### src/rtl/fbg_pkg.sv
package fbg_pkg;

    typedef enum logic [1:0] {
        MODE_OFF   = 2'd0,
        MODE_CONST = 2'd1,
        MODE_RAMP  = 2'd2,
        MODE_PID   = 2'd3
    } servo_mode_e;

    typedef enum logic [2:0] {
        S_IDLE  = 3'd0,
        S_FETCH = 3'd1,
        S_LOAD  = 3'd2,
        S_SUM   = 3'd3,
        S_WRITE = 3'd4
    } calc_state_e;

endpackage

### src/rtl/fbg_ramp.sv
module fbg_ramp
    import fbg_pkg::*;
#(
    parameter int DAC_W = 14,
    parameter int LEN_W = 8
) (
    input  logic             clk,
    input  logic             rst_n,
    input  servo_mode_e      mode_i,
    input  logic             frame_i,
    input  logic [DAC_W-1:0] amp_i,
    input  logic [LEN_W-1:0] len_i,
    output logic [DAC_W-1:0] level_o
);

    servo_mode_e      prev_mode_q;
    logic [DAC_W-1:0] level_q;
    logic             rising_q;
    logic [LEN_W-1:0] cnt_q;
    logic [LEN_W-1:0] len_eff;
    logic             entry;
    logic             step_due;

    assign entry    = (mode_i == MODE_RAMP) && (prev_mode_q != MODE_RAMP);
    assign len_eff  = (len_i == '0) ? LEN_W'(1) : len_i;
    assign step_due = ({1'b0, cnt_q} + (LEN_W+1)'(1)) >= {1'b0, len_eff};

    always_ff @(posedge clk or negedge rst_n) begin
        if (!rst_n) begin
            prev_mode_q <= MODE_OFF;
            level_q     <= '0;
            rising_q    <= 1'b1;
            cnt_q       <= '0;
        end else begin
            prev_mode_q <= mode_i;
            if (entry) begin
                level_q  <= '0;
                rising_q <= 1'b1;
                cnt_q    <= '0;
            end else if (mode_i == MODE_RAMP && frame_i) begin
                if (step_due) begin
                    cnt_q <= '0;
                    if (rising_q) begin
                        if (level_q < amp_i) begin
                            level_q <= level_q + 1'b1;
                        end else begin
                            rising_q <= 1'b0;
                            level_q  <= (level_q != '0) ? level_q - 1'b1 : '0;
                        end
                    end else begin
                        if (level_q != '0) begin
                            level_q <= level_q - 1'b1;
                        end else begin
                            rising_q <= 1'b1;
                            level_q  <= (amp_i != '0) ? DAC_W'(1) : '0;
                        end
                    end
                end else begin
                    cnt_q <= cnt_q + 1'b1;
                end
            end
        end
    end

    assign level_o = level_q;

    AST_RAMP_UNIT_STEP: assert property (@(posedge clk) disable iff (!rst_n)
        !$stable(level_q) |-> (level_q == $past(level_q) + 1'b1) ||
                              (level_q == $past(level_q) - 1'b1) ||
                              (level_q == '0));
    AST_RAMP_ENTRY_ZERO: assert property (@(posedge clk) disable iff (!rst_n)
        entry |=> (level_o == '0));

endmodule

### src/rtl/fbg_pid.sv
module fbg_pid #(
    parameter int DAT_W = 32,
    parameter int COEF_W = 8,
    parameter int DAC_W = 14,
    parameter int SHIFT = 4
) (
    input  logic                     clk,
    input  logic                     rst_n,
    input  logic                     load_prod_i,
    input  logic                     load_sum_i,
    input  logic                     d_zero_i,
    input  logic signed [DAT_W-1:0]  value_i,
    input  logic signed [DAT_W-1:0]  integ_i,
    input  logic signed [DAT_W-1:0]  diff_i,
    input  logic signed [COEF_W-1:0] kp_i,
    input  logic signed [COEF_W-1:0] ki_i,
    input  logic signed [COEF_W-1:0] kd_i,
    output logic [DAC_W-1:0]         result_o
);

    localparam int PROD_W = DAT_W + COEF_W;
    localparam int SUM_W  = PROD_W + 2;
    localparam logic signed [SUM_W-1:0] SAT_HI = SUM_W'((64'd1 << DAC_W) - 64'd1);

    logic signed [PROD_W-1:0] pp_q, pi_q, pd_q;
    logic signed [SUM_W-1:0]  total;
    logic signed [SUM_W-1:0]  scaled;
    logic [DAC_W-1:0]         res_q;

    always_comb begin
        total  = SUM_W'(pp_q) + SUM_W'(pi_q) + SUM_W'(pd_q);
        scaled = total >>> SHIFT;
    end

    always_ff @(posedge clk or negedge rst_n) begin
        if (!rst_n) begin
            pp_q  <= '0;
            pi_q  <= '0;
            pd_q  <= '0;
            res_q <= '0;
        end else begin
            if (load_prod_i) begin
                pp_q <= PROD_W'(value_i) * PROD_W'(kp_i);
                pi_q <= PROD_W'(integ_i) * PROD_W'(ki_i);
                pd_q <= d_zero_i ? '0 : PROD_W'(diff_i) * PROD_W'(kd_i);
            end
            if (load_sum_i) begin
                if (scaled < 0) begin
                    res_q <= '0;
                end else if (scaled > SAT_HI) begin
                    res_q <= {DAC_W{1'b1}};
                end else begin
                    res_q <= scaled[DAC_W-1:0];
                end
            end
        end
    end

    assign result_o = res_q;

    AST_D_TERM_MUTED: assert property (@(posedge clk) disable iff (!rst_n)
        (load_prod_i && d_zero_i) |=> (pd_q == '0));

endmodule

### src/rtl/fbg_ctrl.sv
module fbg_ctrl
    import fbg_pkg::*;
#(
    parameter int ROWS = 8,
    parameter int DAC_W = 14,
    localparam int ROW_W = (ROWS > 1) ? $clog2(ROWS) : 1
) (
    input  logic             clk,
    input  logic             rst_n,
    input  servo_mode_e      mode_i,
    input  logic             frame_i,
    input  logic             row_rdy_i,
    input  logic             newest_bank_i,
    input  logic [DAC_W-1:0] const_i,
    input  logic [DAC_W-1:0] ramp_level_i,
    input  logic [DAC_W-1:0] pid_result_i,
    output logic             rd_en_o,
    output logic [ROW_W-1:0] rd_addr_o,
    output logic             rd_bank_o,
    output logic             load_prod_o,
    output logic             load_sum_o,
    output logic             d_zero_o,
    output logic             we_o,
    output logic [ROW_W-1:0] addr_o,
    output logic             bank_o,
    output logic [DAC_W-1:0] data_o,
    output logic             out_bank_o
);

    calc_state_e      state_q, state_d;
    servo_mode_e      prev_mode_q;
    logic [ROW_W-1:0] row_cnt_q;
    logic [ROW_W-1:0] row_q;
    logic             wr_bank_q;
    logic             bank_q;
    logic             nbank_q;
    logic             dz_flag_q;
    logic             dz_q;
    logic             dyn_q;
    logic [DAC_W-1:0] data_q;
    logic             accept;
    logic             pid_entry;

    assign accept    = (state_q == S_IDLE) && row_rdy_i;
    assign pid_entry = (mode_i == MODE_PID) && (prev_mode_q != MODE_PID);

    // state register
    always_ff @(posedge clk or negedge rst_n) begin
        if (!rst_n) state_q <= S_IDLE;
        else        state_q <= state_d;
    end

    // next-state logic
    always_comb begin
        state_d = state_q;
        unique case (state_q)
            S_IDLE:  if (row_rdy_i) state_d = (mode_i == MODE_PID) ? S_FETCH : S_WRITE;
            S_FETCH: state_d = S_LOAD;
            S_LOAD:  state_d = S_SUM;
            S_SUM:   state_d = S_WRITE;
            S_WRITE: state_d = S_IDLE;
            default: state_d = S_IDLE;
        endcase
    end

    // row tracking, bank swap, D-term gating and capture
    always_ff @(posedge clk or negedge rst_n) begin
        if (!rst_n) begin
            prev_mode_q <= MODE_OFF;
            row_cnt_q   <= '0;
            row_q       <= '0;
            wr_bank_q   <= 1'b0;
            bank_q      <= 1'b0;
            nbank_q     <= 1'b0;
            dz_flag_q   <= 1'b0;
            dz_q        <= 1'b0;
            dyn_q       <= 1'b0;
            data_q      <= '0;
        end else begin
            prev_mode_q <= mode_i;
            if (frame_i) wr_bank_q <= ~wr_bank_q;
            if (pid_entry)    dz_flag_q <= 1'b1;
            else if (frame_i) dz_flag_q <= 1'b0;
            if (frame_i) begin
                row_cnt_q <= '0;
            end else if (accept) begin
                row_cnt_q <= (row_cnt_q == ROW_W'(ROWS-1)) ? '0 : row_cnt_q + 1'b1;
            end
            if (accept) begin
                row_q   <= row_cnt_q;
                bank_q  <= wr_bank_q;
                nbank_q <= newest_bank_i;
                dz_q    <= dz_flag_q | pid_entry;
                dyn_q   <= (mode_i == MODE_PID);
                unique case (mode_i)
                    MODE_OFF:   data_q <= '0;
                    MODE_CONST: data_q <= const_i;
                    MODE_RAMP:  data_q <= ramp_level_i;
                    MODE_PID:   data_q <= '0;
                    default:    data_q <= '0;
                endcase
            end
        end
    end

    // state-decoded outputs
    always_comb begin
        rd_en_o     = (state_q == S_FETCH);
        load_prod_o = (state_q == S_LOAD);
        load_sum_o  = (state_q == S_SUM);
        we_o        = (state_q == S_WRITE);
        rd_addr_o   = row_q;
        rd_bank_o   = nbank_q;
        addr_o      = row_q;
        bank_o      = bank_q;
        d_zero_o    = dz_q;
        data_o      = dyn_q ? pid_result_i : data_q;
        out_bank_o  = ~wr_bank_q;
    end

    AST_WE_ONE_CYCLE: assert property (@(posedge clk) disable iff (!rst_n)
        we_o |=> !we_o);
    AST_READ_THEN_WRITE: assert property (@(posedge clk) disable iff (!rst_n)
        rd_en_o |=> ##2 we_o);
    AST_BANK_TOGGLE: assert property (@(posedge clk) disable iff (!rst_n)
        frame_i |=> (out_bank_o != $past(out_bank_o)));
    AST_DZ_ENDS_AT_FRAME: assert property (@(posedge clk) disable iff (!rst_n)
        $fell(dz_flag_q) |-> $past(frame_i));
    AST_BUSY_NO_ADVANCE: assert property (@(posedge clk) disable iff (!rst_n)
        (state_q != S_IDLE && row_rdy_i && !frame_i) |=> $stable(row_cnt_q));

endmodule

### src/rtl/servo_fb_gen.sv
module servo_fb_gen
    import fbg_pkg::*;
#(
    parameter int ROWS = 8,
    parameter int DAC_W = 14,
    parameter int LEN_W = 8,
    parameter int DAT_W = 32,
    parameter int COEF_W = 8,
    parameter int SHIFT = 4,
    localparam int ROW_W = (ROWS > 1) ? $clog2(ROWS) : 1
) (
    input  logic                     clk,
    input  logic                     rst_n,
    input  logic [1:0]               mode_i,
    input  logic [DAC_W-1:0]         const_i,
    input  logic [DAC_W-1:0]         ramp_amp_i,
    input  logic [LEN_W-1:0]         ramp_len_i,
    input  logic                     frame_i,
    input  logic                     row_rdy_i,
    input  logic                     newest_bank_i,
    input  logic signed [DAT_W-1:0]  st_value_i,
    input  logic signed [DAT_W-1:0]  st_integ_i,
    input  logic signed [DAT_W-1:0]  st_diff_i,
    input  logic signed [COEF_W-1:0] kp_i,
    input  logic signed [COEF_W-1:0] ki_i,
    input  logic signed [COEF_W-1:0] kd_i,
    output logic                     st_rd_en_o,
    output logic [ROW_W-1:0]         st_rd_addr_o,
    output logic                     st_rd_bank_o,
    output logic                     fb_we_o,
    output logic [ROW_W-1:0]         fb_addr_o,
    output logic                     fb_bank_o,
    output logic [DAC_W-1:0]         fb_data_o,
    output logic                     out_bank_o
);

    servo_mode_e      mode;
    logic [DAC_W-1:0] ramp_level;
    logic [DAC_W-1:0] pid_result;
    logic             load_prod;
    logic             load_sum;
    logic             d_zero;

    assign mode = servo_mode_e'(mode_i);

    fbg_ramp #(.DAC_W(DAC_W), .LEN_W(LEN_W)) u_ramp (
        .clk     (clk),
        .rst_n   (rst_n),
        .mode_i  (mode),
        .frame_i (frame_i),
        .amp_i   (ramp_amp_i),
        .len_i   (ramp_len_i),
        .level_o (ramp_level)
    );

    fbg_pid #(.DAT_W(DAT_W), .COEF_W(COEF_W), .DAC_W(DAC_W), .SHIFT(SHIFT)) u_pid (
        .clk         (clk),
        .rst_n       (rst_n),
        .load_prod_i (load_prod),
        .load_sum_i  (load_sum),
        .d_zero_i    (d_zero),
        .value_i     (st_value_i),
        .integ_i     (st_integ_i),
        .diff_i      (st_diff_i),
        .kp_i        (kp_i),
        .ki_i        (ki_i),
        .kd_i        (kd_i),
        .result_o    (pid_result)
    );

    fbg_ctrl #(.ROWS(ROWS), .DAC_W(DAC_W)) u_ctrl (
        .clk           (clk),
        .rst_n         (rst_n),
        .mode_i        (mode),
        .frame_i       (frame_i),
        .row_rdy_i     (row_rdy_i),
        .newest_bank_i (newest_bank_i),
        .const_i       (const_i),
        .ramp_level_i  (ramp_level),
        .pid_result_i  (pid_result),
        .rd_en_o       (st_rd_en_o),
        .rd_addr_o     (st_rd_addr_o),
        .rd_bank_o     (st_rd_bank_o),
        .load_prod_o   (load_prod),
        .load_sum_o    (load_sum),
        .d_zero_o      (d_zero),
        .we_o          (fb_we_o),
        .addr_o        (fb_addr_o),
        .bank_o        (fb_bank_o),
        .data_o        (fb_data_o),
        .out_bank_o    (out_bank_o)
    );

    AST_WRITE_IN_RANGE: assert property (@(posedge clk) disable iff (!rst_n)
        fb_we_o |-> (int'(fb_addr_o) < ROWS));

endmodule

### config.mk
export PLATFORM = sky130hd
export DESIGN_NAME = servo_fb_gen
export DESIGN_NICKNAME = d
export VERILOG_FILES = /design/src/rtl/fbg_pkg.sv /design/src/rtl/fbg_ramp.sv /design/src/rtl/fbg_pid.sv /design/src/rtl/fbg_ctrl.sv /design/src/rtl/servo_fb_gen.sv
export SDC_FILE = /design/constraint.sdc
export NUM_CORES = 2
export LEC_CHECK = 0
export ABC_AREA = 1
export CORE_MARGIN = 3
export CORE_UTILIZATION = 65
export DETAILED_ROUTE_END_ITERATION = 16
export GPL_ROUTABILITY_DRIVEN = 0
export GPL_TIMING_DRIVEN = 1
export PLACE_DENSITY = 0.85
export SYNTH_ARGS = -nofsm -noshare
export SYNTH_HDL_FRONTEND = slang
export SYNTH_SLANG_ARGS = --single-unit
export TNS_END_PERCENT = 5
### constraint.sdc
create_clock -name clk -period 6.3 [get_ports clk]
set_input_delay 0.945 -clock clk [delete_from_list [all_inputs] [get_ports clk]]
set_output_delay 0.945 -clock clk [all_outputs]
set_load 0.05 [all_outputs]
==> out/qor.txt <==
CP startpoint kind -> primary input
Hold_buf cts -> 0
DRC Markers -> 0
First-pass GRT wire length -> 168 mm
Syn Area/Cell -> 7.19 um2
Row Count -> 90
Drt wl/cell -> 15.2 um
Io pins -> 188
Peak supply drop -> 0.335 mV
Slew Viols, Final -> 0
Num Clock Sinks -> 188
Vias in the first global route -> 35730
Sequential area share after synthesis -> 11.7%
Setup crit end kind -> flip-flop
1st-iter DRT viols -> 3015
Cell count after synthesis -> 5611
Vias per cell -> 5.40
Port Buf Inserts -> 187
Clock-pin transition on the worst setup and hold timing paths -> 0.08 ns
Total Wirelength -> 98.4 mm
RSZ-0062 raised after global routing -> no
Fmax -> 165 MHz
Synthesized area -> 40300 um2
Final setup viols -> 0
Final Instance Area -> 43700 um2
Deepest clock path buffer count -> 2
Synth cell types -> 57
Root Driver -> clkbuf_16
Synth Flop Type -> dfrtp_1
Buf/Inv on CP -> 6
Fin. Hold Viols -> 0
P&R area growth vs syn -> 8.31%
CTS tree -> done
Clk_skew -> 0.0160 ns
H-tree depth -> 4
Final period util -> 96.3%
Crit Path Max Fanout -> 15
All-layer global routing usage -> 31.5%
Routed vias -> 34968
Crit-path cells -> clkdlybuf4s50_1, inv_1, buf_4, or2_2, fa_1, fa_1, fa_1, inv_1, fa_1, ha_1, buf_4, nand2_1, nor2_1, inv_1, nor4_1, o21ai_0, nand3_1, nand2_1, nand2_1, nand2_1, nand3_1, nand2_1
DP HPWL -> 82.0 mm
Max-Cap Viols -> 0
Async set-reset flop share out of synthesis -> 100%
Ys Warns -> 0
Initial antenna violation count -> 0
Fin crit period -> 6.07 ns
Yosys reg bits -> 188
Rel. slew slack -> 29.5%
Fin nets -> 6775
Worst path most repeated cell -> nand2_1
Num CTS Buffers -> 17
Post-CTS Setup Inserts -> 0
PwrDens -> 499 nW/um2
Initial core utilization -> 66.3%
Die X -> 255 um
Crit path required time -> 6.65 ns
DRT Pass-1 Iters -> 7
Crit path max-delay family -> adder cells
Synthesized Nets -> 6707
Routed Antenna Nets -> 0
WP data arrival -> 6.42 ns
Fill cells -> 4702
Largest net degree at the start of global routing -> 100
DP Cell Count -> 6442
CP peak stage delay -> 0.58 ns
Final Non-Filler Cells -> 6474
CTS resizes -> 0
Post-synth EDFFs -> 0
GR Overflow Total -> 0
Critical path's slowest cell -> nor4_1
Area after DPL -> 43100 um2
Tot Pwr -> 21.8 mW
Worst Hold Class -> in2async
Latest clock arrival within the worst-skew pair -> 0.45 ns
Share of cells above drive strength 1 -> 3.92%
Core footprint -> 60800 um2
Leakage -> 25.5 nW
Antenna Cells -> 0
Die height -> 255 um
Outcome -> finished, final reports clean
Die Footprint -> 65100 um2
Kind of critical path -> in2reg
Pin slew with the least headroom to its limit -> 1.06 ns
Reg2Reg Setup Slack -> 2.69 ns
==> area by class of cell <==
cell class,count,area [um2],area share (%)
Multi-Input combinational cell,3636,28800,66.0
Inverter,1571,5900,13.5
Sequential cell,188,4710,10.8
Timing Repair Buffer,265,2680,6.15
Tap cell,782,978,2.24
Clock buffer,21,460,1.05
Clock inverter,11,109,0.249
==> path summary, 6_finish.rpt <==
kind | from | endpoint | cells after the start
min | rst_n | u_ctrl.bank_o | 1
max reg2reg | u_pid.pd_q[30] | u_pid.result_o[9] | 13
min reg2reg | u_ctrl.wr_bank_q | u_ctrl.wr_bank_q | 1
max | ki_i[7] | u_pid.pi_q[39] | 22
min in group clk | u_ctrl.wr_bank_q | u_ctrl.wr_bank_q | 1
max in group asynchronous | rst_n | u_pid.pi_q[23] | 2
==> flip-flops by register name, indices dropped and copies added (netlist names), 2 cells and up <==
register / count
u_ramp.level_o: 14
u_ctrl.data_q: 14
u_pid.pd_q: 40
u_pid.pi_q: 40
u_ctrl.state_q: 3
u_ctrl.addr_o: 3
u_ramp.cnt_q: 8
u_ctrl.prev_mode_q: 2
u_pid.pp_q: 40
u_pid.result_o: 14
u_ctrl.row_cnt_q: 3
==> power breakdown <==
part           internal [mW]  total (mW)  leakage, nW  switching (mW)
clock                  0.571        1.06        0.267           0.493
combinational           6.81        18.4         22.8            11.6
sequential              1.73        2.33         2.40           0.597
total                   9.12        21.8         25.5            12.7
==> cells by family after synthesis <==
logic type / share of synthesized area, %
AO/OA/AOI/OAI: 8.18
adder cells (fa/ha/maj): 40.8
AND/OR/NAND/NOR: 20.2
flip-flops: 11.7
buffers and inverters: 16.8
XOR/XNOR: 2.37
==> stage by stage <==
stage	hold slack, ns	setup TNS [ns]	worst slack (ns)	utilization, %
2_1_floorplan	0.438	0	0.972	-
3_3_place_gp	0.452	-0.00290	-0.00290	70.9
3_5_place_dp	0.468	-0.0769	-0.0769	70.9
4_1_cts	0.402	0	0.391	71.8
5_1_grt	0.418	0	0.0275	71.8
6_report	0.397	0	0.230	71.8
==> worst register-to-register path: stages (launching register included) <==
cell     delay, ns
dfrtp_1       0.45
fa_1          0.52
ha_1          0.39
a21oi_1       0.24
o21ai_0       0.17
inv_1         0.08
nand2_1       0.08
a21oi_1       0.18
nand2_1       0.07
nor2_1        0.13
nand2_1       0.11
a21oi_1       0.85
nand2_1       0.17
nand2_1       0.10
==> placed cells by master (no fill, tap or decap), types with 4 or more instances in the layout <==
master / instances
buf_4: 60
o21a_1: 12
a21o_1: 17
or2_2: 79
nor3_1: 19
nor4b_1: 4
o21bai_1: 14
ha_1: 297
o2111ai_1: 7
nand2_1: 1463
nand3_1: 133
nand4_1: 23
clkdlybuf4s50_1: 186
clkbuf_16: 17
xor2_1: 57
o21ai_1: 8
o31ai_1: 13
dfrtp_1: 187
or2_0: 4
buf_12: 18
nor2_2: 7
a31oi_1: 20
inv_6: 4
o211ai_1: 9
o21ai_0: 243
o22ai_1: 7
a21oi_2: 7
inv_1: 1569
a21oi_1: 198
nor2_1: 245
fa_1: 636
nor4_1: 12
nand2_2: 7
o221ai_1: 9
clkinvlp_4: 4
xnor2_1: 52
a21boi_0: 4
==> synthesized netlist by cell type, drive strengths merged, types with 15 or more instances <==
library cell / count / area share (%)
clkbuf: 205 / 2.0
nor3: 20 / 0.26
xor2: 57 / 1.2
fa: 636 / 32
nand2: 1471 / 14
xnor2: 52 / 1.1
dfrtp: 187 / 12
or2: 83 / 1.3
ha: 297 / 9.2
o21bai: 15 / 0.29
o21ai: 254 / 3.2
nand3: 136 / 1.7
inv: 1570 / 15
nor2: 252 / 2.4
nand4: 23 / 0.36
a31oi: 20 / 0.31
a21o: 17 / 0.32
a21oi: 205 / 2.6
==> routing by layer <==
metal | wire length (um) | GRT usage [%]
met2 | 48400 | 54.4
met4 | 3290 | 11.5
met1 | 39400 | 41.5
met5 | 0 | 0
met3 | 7340 | 3.40
No activity file was read; power rests on OpenSTA's default activity.
